File: config.mk
export PLATFORM = sky130hd
export DESIGN_NAME = xint_group_ctrl
export DESIGN_NICKNAME = d
export VERILOG_FILES = /design/src/rtl/xint_pkg.sv /design/src/rtl/xint_sync.sv /design/src/rtl/xint_group.sv /design/src/rtl/xint_group_ctrl.sv
export SDC_FILE = /design/constraint.sdc
export NUM_CORES = 2
export LEC_CHECK = 0
export ABC_AREA = 0
export BUFFER_PORTS_ARGS = -buffer_cell sky130_fd_sc_hd__buf_2
export CORE_MARGIN = 2
export CORE_UTILIZATION = 52
export CTS_BUF_LIST = sky130_fd_sc_hd__clkbuf_8
export CTS_CLUSTER_DIAMETER = 120
export DETAILED_ROUTE_END_ITERATION = 12
export PLACE_DENSITY = 0.72
export SYNTH_ARGS = -nofsm -noshare
export SYNTH_HDL_FRONTEND = slang
export SYNTH_SLANG_ARGS = --single-unit
export TNS_END_PERCENT = 30
File: constraint.sdc
create_clock -name clk -period 1.5 [get_ports clk]
set_input_delay 0 -clock clk [delete_from_list [all_inputs] [get_ports clk]]
set_output_delay 0 -clock clk [all_outputs]
set_load 0.02 [all_outputs]
File: src/rtl/xint_pkg.sv
package xint_pkg;

  typedef enum logic [2:0] {
    BANK_POL  = 3'd4,
    BANK_STAT = 3'd5,
    BANK_EN   = 3'd6,
    BANK_TYPE = 3'd7
  } bank_e;

  // byte-lane reversal inside a group word; bit order within a byte is kept
  function automatic int lane_swap(input int b, input int w);
    return ((w / 8 - 1 - b / 8) * 8) + (b % 8);
  endfunction

endpackage

File: src/rtl/xint_sync.sv
module xint_sync #(
  parameter int W = 32
) (
  input  logic         clk,
  input  logic         rst,
  input  logic [W-1:0] d_i,
  output logic [W-1:0] q_o
);
  logic [W-1:0] s1_q, s2_q;

  always_ff @(posedge clk) begin
    if (rst) begin
      s1_q <= '0;
      s2_q <= '0;
    end else begin
      s1_q <= d_i;
      s2_q <= s1_q;
    end
  end

  assign q_o = s2_q;
endmodule

File: src/rtl/xint_group.sv
module xint_group #(
  parameter int               GRP_W    = 32,
  parameter logic [GRP_W-1:0] ENA_MASK = '1
) (
  input  logic             clk,
  input  logic             rst,
  input  logic [GRP_W-1:0] src_i,
  input  logic [GRP_W-1:0] wdata_i,
  input  logic             wr_pol_i,
  input  logic             wr_stat_i,
  input  logic             wr_en_i,
  input  logic             wr_type_i,
  output logic [GRP_W-1:0] pol_o,
  output logic [GRP_W-1:0] stat_o,
  output logic [GRP_W-1:0] en_o,
  output logic [GRP_W-1:0] type_o,
  output logic             req_o
);
  logic [GRP_W-1:0] lvl, prev_q;
  logic [GRP_W-1:0] pol_q, stat_q, en_q, type_q;
  logic [GRP_W-1:0] active, evt, clr, stat_nxt;
  logic             req_q;

  xint_sync #(.W(GRP_W)) u_sync (
    .clk (clk),
    .rst (rst),
    .d_i (src_i),
    .q_o (lvl)
  );

  always_comb begin
    active   = ~(lvl ^ pol_q);
    evt      = (pol_q & lvl & ~prev_q) | (~pol_q & ~lvl & prev_q);
    clr      = wr_stat_i ? wdata_i : '0;
    stat_nxt = (type_q & active) | (~type_q & ((stat_q & ~clr) | evt));
  end

  always_ff @(posedge clk) begin
    if (rst) begin
      prev_q <= '0;
      pol_q  <= '0;
      stat_q <= '0;
      en_q   <= '0;
      type_q <= '0;
      req_q  <= 1'b0;
    end else begin
      prev_q <= lvl;
      stat_q <= stat_nxt & ENA_MASK;
      req_q  <= |(stat_q & en_q);
      if (wr_pol_i)  pol_q  <= wdata_i;
      if (wr_en_i)   en_q   <= wdata_i & ENA_MASK;
      if (wr_type_i) type_q <= wdata_i;
    end
  end

  assign pol_o  = pol_q;
  assign stat_o = stat_q;
  assign en_o   = en_q;
  assign type_o = type_q;
  assign req_o  = req_q;


  w1c_clear_chk: assert property (@(posedge clk) disable iff (rst)
    wr_stat_i |=> ((stat_q & $past(wdata_i & ~type_q & ~evt)) == '0));


  edge_sticky_chk: assert property (@(posedge clk) disable iff (rst)
    !wr_type_i |=> (($past(stat_q & ~type_q & ~clr) & ~stat_q) == '0));


  req_source_chk: assert property (@(posedge clk) disable iff (rst)
    req_q |-> $past(|(stat_q & en_q)));


  req_raise_chk: assert property (@(posedge clk) disable iff (rst)
    (|(stat_q & en_q)) |=> req_q);
endmodule

File: src/rtl/xint_group_ctrl.sv
module xint_group_ctrl #(
  parameter int N_GRP      = 7,
  parameter int GRP_W      = 32,
  parameter int N_PIN      = 128,
  parameter int N_PIN_LIVE = 124,
  parameter int ADDR_W     = 8,
  parameter int TMR_BIT    = 0,
  parameter int CBL_BIT    = 2
) (
  input  logic              clk,
  input  logic              rst,
  input  logic [N_PIN-1:0]  pin_i,
  input  logic              timer_evt_i,
  input  logic              cable_evt_i,
  input  logic              wr_en_i,
  input  logic              rd_en_i,
  input  logic [ADDR_W-1:0] addr_i,
  input  logic [GRP_W-1:0]  wdata_i,
  output logic [GRP_W-1:0]  rdata_o,
  output logic [N_GRP-1:0]  irq_o
);
  import xint_pkg::*;

  localparam int PIN_GRPS      = N_PIN / GRP_W;
  localparam int FIRST_PIN_GRP = N_GRP - PIN_GRPS;
  localparam int GSEL_LSB      = 2;
  localparam int GSEL_W        = 3;
  localparam int BANK_LSB      = GSEL_LSB + GSEL_W;

  function automatic logic [GRP_W-1:0] grp_mask(input int g);
    logic [GRP_W-1:0] m;
    m = '0;
    if (g == 0) begin
      m[TMR_BIT] = 1'b1;
      m[CBL_BIT] = 1'b1;
    end else if (g >= FIRST_PIN_GRP) begin
      for (int b = 0; b < GRP_W; b++)
        m[b] = ((N_GRP - 1 - g) * GRP_W + lane_swap(b, GRP_W)) < N_PIN_LIVE;
    end
    return m;
  endfunction

  logic [2:0]        bank;
  logic [GSEL_W-1:0] gsel;
  logic [GRP_W-1:0]  pol_v  [N_GRP];
  logic [GRP_W-1:0]  stat_v [N_GRP];
  logic [GRP_W-1:0]  en_v   [N_GRP];
  logic [GRP_W-1:0]  type_v [N_GRP];
  logic [N_GRP-1:0]  req;
  logic [GRP_W-1:0]  rd_val;
  logic [GRP_W-1:0]  rdata_q;

  assign bank = addr_i[BANK_LSB +: 3];
  assign gsel = addr_i[GSEL_LSB +: GSEL_W];

  for (genvar g = 0; g < N_GRP; g++) begin : g_grp
    logic [GRP_W-1:0] src;
    logic             hit;

    if (g >= FIRST_PIN_GRP) begin : g_pin
      for (genvar b = 0; b < GRP_W; b++) begin : g_bit
        assign src[b] = pin_i[(N_GRP - 1 - g) * GRP_W + lane_swap(b, GRP_W)];
      end
    end else if (g == 0) begin : g_evt
      always_comb begin
        src          = '0;
        src[TMR_BIT] = timer_evt_i;
        src[CBL_BIT] = cable_evt_i;
      end
    end else begin : g_off
      assign src = '0;
    end

    assign hit = wr_en_i && (gsel == GSEL_W'(g));

    xint_group #(.GRP_W(GRP_W), .ENA_MASK(grp_mask(g))) u_grp (
      .clk       (clk),
      .rst       (rst),
      .src_i     (src),
      .wdata_i   (wdata_i),
      .wr_pol_i  (hit && bank == BANK_POL),
      .wr_stat_i (hit && bank == BANK_STAT),
      .wr_en_i   (hit && bank == BANK_EN),
      .wr_type_i (hit && bank == BANK_TYPE),
      .pol_o     (pol_v[g]),
      .stat_o    (stat_v[g]),
      .en_o      (en_v[g]),
      .type_o    (type_v[g]),
      .req_o     (req[g])
    );

    assign irq_o[N_GRP - 1 - g] = req[g];
  end

  always_comb begin
    rd_val = '0;
    for (int g = 0; g < N_GRP; g++) begin
      if (gsel == GSEL_W'(g)) begin
        case (bank)
          BANK_POL:  rd_val = pol_v[g];
          BANK_STAT: rd_val = stat_v[g];
          BANK_EN:   rd_val = en_v[g];
          BANK_TYPE: rd_val = type_v[g];
          default:   rd_val = '0;
        endcase
      end
    end
  end

  always_ff @(posedge clk) begin
    if (rst)          rdata_q <= '0;
    else if (rd_en_i) rdata_q <= rd_val;
  end

  assign rdata_o = rdata_q;


  rdata_hold_chk: assert property (@(posedge clk) disable iff (rst)
    !rd_en_i |=> $stable(rdata_o));
endmodule

## Word-level counts from Yosys, hierarchy flattened

Index checks and enable logic that the tools add are counted.

- Flip-flop bits (word level): 1133
- Bits of input ports: 174
- Output and inout bits: 39
- Logic and storage cells: 202

- Eq/ne operators: 10
- Multiplexer cells: 19
- Bitwise gates (word level): 90
- Reductions and logical operators: 37

Operators by type and width:

| kind | count |
|---|---|
| AND 32 bit | 32 |
| inverter 32 bit | 24 |
| one-hot mux 32 bit (4 select lines) | 5 |
| OR 32 bit | 12 |
| 2-to-1 mux 32 bit | 11 |
| OR reduction 32 bit | 5 |
| one-hot mux 32 bit (2 select lines) | 2 |
| XOR 32 bit | 4 |
| logical AND 1 bit | 31 |
| AND 3 bit | 8 |
| equality test 3 bit (second input constant) | 7 |
| inverter 3 bit | 6 |
| OR 3 bit | 3 |
| equality test 3 x 2 -> 1 bit (second input constant) | 2 |
| equality test 3 x 1 -> 1 bit (second input constant) | 1 |
| logical NOT 3 bit | 1 |
| 2-to-1 mux 3 bit | 1 |
| XOR 3 bit | 1 |

## Logic depth before layout (Yosys ltp)

- Depth after elaboration: 9
- Gate-level depth with buffers: 8
- Gate-level depth less buffers: 5

## By module

A second synthesis with hierarchy kept.

- Cell total of the unflattened synthesis: 5238
- Area total of the unflattened synthesis: 55061.6 um^2

By module, submodules not included:

| module | instances | cells each | area an instance (um^2) | sequential area each (um^2) |
|---|---|---|---|---|
| xint_group at g_grp[4].u_grp ... | 3 | 696 | 7015.5 | 3223.1 |
| xint_sync | 5 | 135 | 1918.1 | 1281.2 |
| xint_group_ctrl | 1 | 986 | 9056.2 | 640.6 |
| xint_group at g_grp[3].u_grp | 1 | 643 | 6572.6 | 2982.9 |
| xint_group at g_grp[1].u_grp ... | 2 | 273 | 2831.5 | 1281.2 |
| xint_group at g_grp[0].u_grp | 1 | 300 | 3133.0 | 1421.4 |

## Least setup slack after synthesis

No wires, ideal clock.

- Path kind: input to register
- Start point: input addr_i[6]
- End point: register rdata_q[10] (netlist: rdata_o[10])
- Arrival time: 1.409 ns
- Setup slack: -0.031 ns
- Stages on the path: 6
- Buffers on the path: 2
- Cells stage by stage: buf_6 > buf_2 > mux4_2 > a22oi_1 > a21oi_1 > a221o_1

- Longest elaborated chain between the ends: 9
- Elaborated cells on any way between the ends: 18
- Those cells by class: eq/ne: 4; mux: 14

RTL lines:

| item | line | source |
|---|---|---|
| from (decl) | xint_group_ctrl.sv:17 | `input logic [ADDR_W-1:0] addr_i,` |
| equality test 3 bit | xint_group_ctrl.sv:99 | `case (bank)` |
| one-hot mux 32 bit (4 select lines) | xint_group_ctrl.sv:99 |  |
| 2-to-1 mux 32 bit (6 in series) | xint_group_ctrl.sv:98 | `if (gsel == GSEL_W'(g)) begin` |
| 2-to-1 mux 32 bit (*) | xint_group_ctrl.sv:98 |  |
| to (signal assigned) | xint_group_ctrl.sv:112 | `else if (rd_en_i) rdata_q <= rd_val;` |
| to (decl) | xint_group_ctrl.sv:51 | `logic [GRP_W-1:0] rdata_q;` |

Every way passes the cells marked *; elsewhere a longest branch is shown, timed or not.
A chain may end at the register's enable or synchronous reset.

## Final worst setup path

- Start point: register g_grp[5].u_grp.type_q[16]
- End point: register rdata_q[16] (netlist: rdata_o[16])

- Longest elaborated chain between the ends: 3

RTL lines:

| item | line | source |
|---|---|---|
| from (decl) | xint_group.sv:20 | `logic [GRP_W-1:0] pol_q, stat_q, en_q, type_q;` |
| from (signal assigned) | xint_group.sv:52 | `if (wr_type_i) type_q <= wdata_i;` |
| one-hot mux 32 bit (4 select lines) | xint_group_ctrl.sv:99 |  |
| 2-to-1 mux 32 bit (2 in series) | xint_group_ctrl.sv:98 |  |

No other way between the ends.

==> flow_summary.yaml <==
synth:
  synth_top_flop_cell: "dfxtp_1"
  ys_seq_area_frac: 0.4638
  synth_compound_gate_area_share: 0.1787
  syn_area_per_cell_sq_um: 8.814
  yosysMostFrequentCell: "nand2_1"
  syn_area_sq_um: 48130
  synth_top_family_by_area: "compound AO/OA/AOI/OAI gates"
  synth_top_area_share: 0.4638
  synth_warnings: 0
  synthCells: 5461
  synth.area.top_cells: "dfxtp_1 46%, nand2_1 9.1%, ha_1 6.6%"
  synthXorXnorAreaFrac: 0
  synth_edf_count: 0
  synth_area_leader_cell: "dfxtp_1"
  yosys.area_share.simple: 0.1770
  synthAdderAreaFrac: 0.06551
  synthMuxAreaShare: 0.05165
  synth-async-reset-ratio: 0
  synth_common_cells: "1169 x nand2_1, 1115 x dfxtp_1, 628 x a21oi_1"
  yosysUniqueCellTypes: 60
  ys_seq_elements: 1115
global_route:
  grt.total_usage: 0.3920
  antenna_found_initial: 22
  grt.overflow.total: 0
  grt_pass1_vias: 45230
  grt_max_degree: 167
  grt_pass1_wl_um: 278100
drt:
  ant_nets: 0
  viasPerCell: 5.940
  drc_errors: 0
  vias: 46580
  wl_per_cell_um: 24.18
  drt-total-wl_um: 189600
  drt-initial-drc-count: 5980
  firstDrtPassIters: 6
worst_setup_path:
  start_kind: "flip-flop"
  cp_slowest_cell: "mux4_2"
  r2r-end: "rdata_o[16]$_SDFFE_PP0P_"
  path_cells: "mux4_2 -> a22oi_2 -> a21oi_2 -> a221o_1"
  r2r_slack_ns: -0.22
  critPathCaptureType: "flip-flop"
  r2r_cells: 4
  crit_buf_inv: 0
  worstPathMaxFanout: 2
  timing.rr.start: "g_grp[5].u_grp.type_o[16]$_SDFFE_PP0P_"
  path_delay_family: "compound AO/OA/AOI/OAI gates"
  path_class: "flip-flop to flip-flop"
  max_stage_delay_ns: 0.49
  crit_arrival_ns: 2.51
  crit_required_ns: 2.29
clock_network:
  cts.sinks: 1115
  cts_root_buffer: "clkbuf_8"
  numCtsBuffers: 184
  cts_tree: "yes"
  cts_buffer_depth: 3
  clk-insertion-delay-late_ns: 0.91
  htree_num_levels: 4
  clk_pin_slew_ns: 0.07
power_and_ir_drop:
  vdd_ir_drop_max_mv: 0.9681
  p_leak_nw: 25.35
  p_per_area_nw_per_um2: 1021
min_path:
  hold_path_depth: 7
  hold_path.startpoint: "addr_i[4]"
  min_to: "g_grp[2].u_grp.pol_o[1]$_SDFFE_PP0P_"
  min_path_type: "input port to flip-flop"
finish:
  drive_gt1_frac: 0.2177
  synthToLayoutAreaGrowth_pct: 32.59
  fin_util: 0.6962
  instances_no_fill: 7842
  final_nets: 6925
timing:
  slew_headroom: 0.4081
  slew_violations: 0
  fin_worst_skew_ns: 0.04494
  post-route-period-util: 1.150
  setup_violations: 48
  setup_ws_ns: -0.2249
  layout_min_cycle_time_ns: 1.725
  rsz0062_at_grt: "yes"
  finalHoldViolations: 0
  tightest_slew_ns: 0.8878
  max_freq_ghz: 0.5798
placement:
  place_hpwl_um: 120900
  globalplace.congestion: 1.002
  dp_slack_ns: -0.5904
  port_buffers: 204
  dp.cells: 7098
run:
  max_cap_viol_count: 0
floorplanning:
  die_h_um: 308.2
  initial_utilization: 0.5251
  die_w_um: 308.2
  die_area_sq_um: 95010
  core_sq_um: 91660
  rows: 111
  ioPinCount: 213
run_status:
  violations: "negative setup slack"
  status: "finished with violations"
-- repair_timing --
item | CTS | global route
gates cloned | 0 | 1
pin swaps | 53 | 10
endpoints found under the setup margin | 57 | 87
hold endpoints to repair | 1052 | 2
hold buffers | 393 | 1
resized for setup | 194 | 52
setup buffers | 2 | 6
-- flip-flops by register name, summed over array words and instances, names as in the netlist --
| signal | cells |
|---|---|
| g_grp.u_grp.stat_o | 126 |
| g_grp.u_grp.type_o | 224 |
| g_grp.u_grp.pol_o | 224 |
| g_grp.u_grp.u_sync.q_o | 126 |
| g_grp.u_grp.req_o | 5 |
| g_grp.u_grp.prev_q | 126 |
| g_grp.u_grp.en_o | 126 |
| g_grp.u_grp.u_sync.s1_q | 126 |
| rdata_o | 32 |
-- worst max path at each step --
stage | from | end | slack [ns] | cells past startpoint
2_1_floorplan | addr_i[5] | rdata_o[10]$_SDFFE_PP0P_ | -0.01 | 7
4_1_cts | g_grp[4].u_grp.pol_o[16]$_SDFFE_PP0P_ | rdata_o[16]$_SDFFE_PP0P_ | -0.17 | 4
5_1_grt | g_grp[4].u_grp.type_o[13]$_SDFFE_PP0P_ | rdata_o[13]$_SDFFE_PP0P_ | -0.21 | 4
3_5_place_dp | addr_i[6] | rdata_o[16]$_SDFFE_PP0P_ | -0.59 | 6
3_3_place_gp | addr_i[6] | rdata_o[16]$_SDFFE_PP0P_ | -0.62 | 6
6_report | g_grp[5].u_grp.type_o[16]$_SDFFE_PP0P_ | rdata_o[16]$_SDFFE_PP0P_ | -0.22 | 4
-- metrics by stage --
stage	hold WS (ns)	power (mW)	TNS, ns	cell area [sq um]
floorplan	0.1282	33.51	-0.05110	48140
global placement	0.2078	35.95	-196.49	55030
detailed placement	0.2132	36.01	-206.43	55030
CTS	-0.02776	64.72	-2.765	63540
global route	0.02613	66.87	-3.975	63810
finish	0.03273	65.13	-3.470	63820
-- area by class of cell --
class                      instances  area (sq um)
antenna                           14         35.03
timing repair buffer            1289         11610
tap                             1186          1484
clock inverter                    98         719.4
inverter                         285          1070
sequential                      1115         22410
fill                            6808         27840
clock buffer                     231          3179
multi-input combinational       3624         23320
-- worst register-to-register path: stages (launching register included) --
cell	delay (ns)
dfxtp_2	0.34
mux4_2	0.49
a22oi_2	0.31
a21oi_2	0.17
a221o_1	0.30
-- metal layers --
metal  part of all wire  GRT usage  vias to the layer above  wire, um
met5            0.00043          0                        -        82
met4              0.085     0.2909                       12     16170
met3               0.12     0.1117                      789     23170
met2               0.43     0.5946                     3009     82310
met1               0.36     0.4738                    22020     67900
li1                   -          -                    20750         -
-- logic make-up after synthesis --
family,Yosys count
muxes,138
AOI/OAI and AO/OA,1356
DFF,1115
adders and majority gates,252
other,1
buffers and inverters,723
and+or+nand+nor,1876
-- report_power, final --
part           internal [mW]  switching (mW)
sequential              30.3           0.475
clock                   15.5            13.0
combinational           2.55            3.35
-- cells in the final DEF (no fill, tap or decap), types with 55 or more instances in the layout --
master / count
nand2_1: 1169
dfxtp_1: 1056
a21oi_1: 581
buf_4: 578
dlygate4sd3_1: 390
nor2b_1: 376
inv_1: 332
ha_1: 252
clkbuf_8: 232
buf_2: 175
nor2_1: 164
a221oi_1: 157
o21ai_0: 147
a211oi_1: 128
buf_12: 92
mux4_2: 88
a22oi_1: 79
dfxtp_2: 55
(Power assumes the default switching activity.)
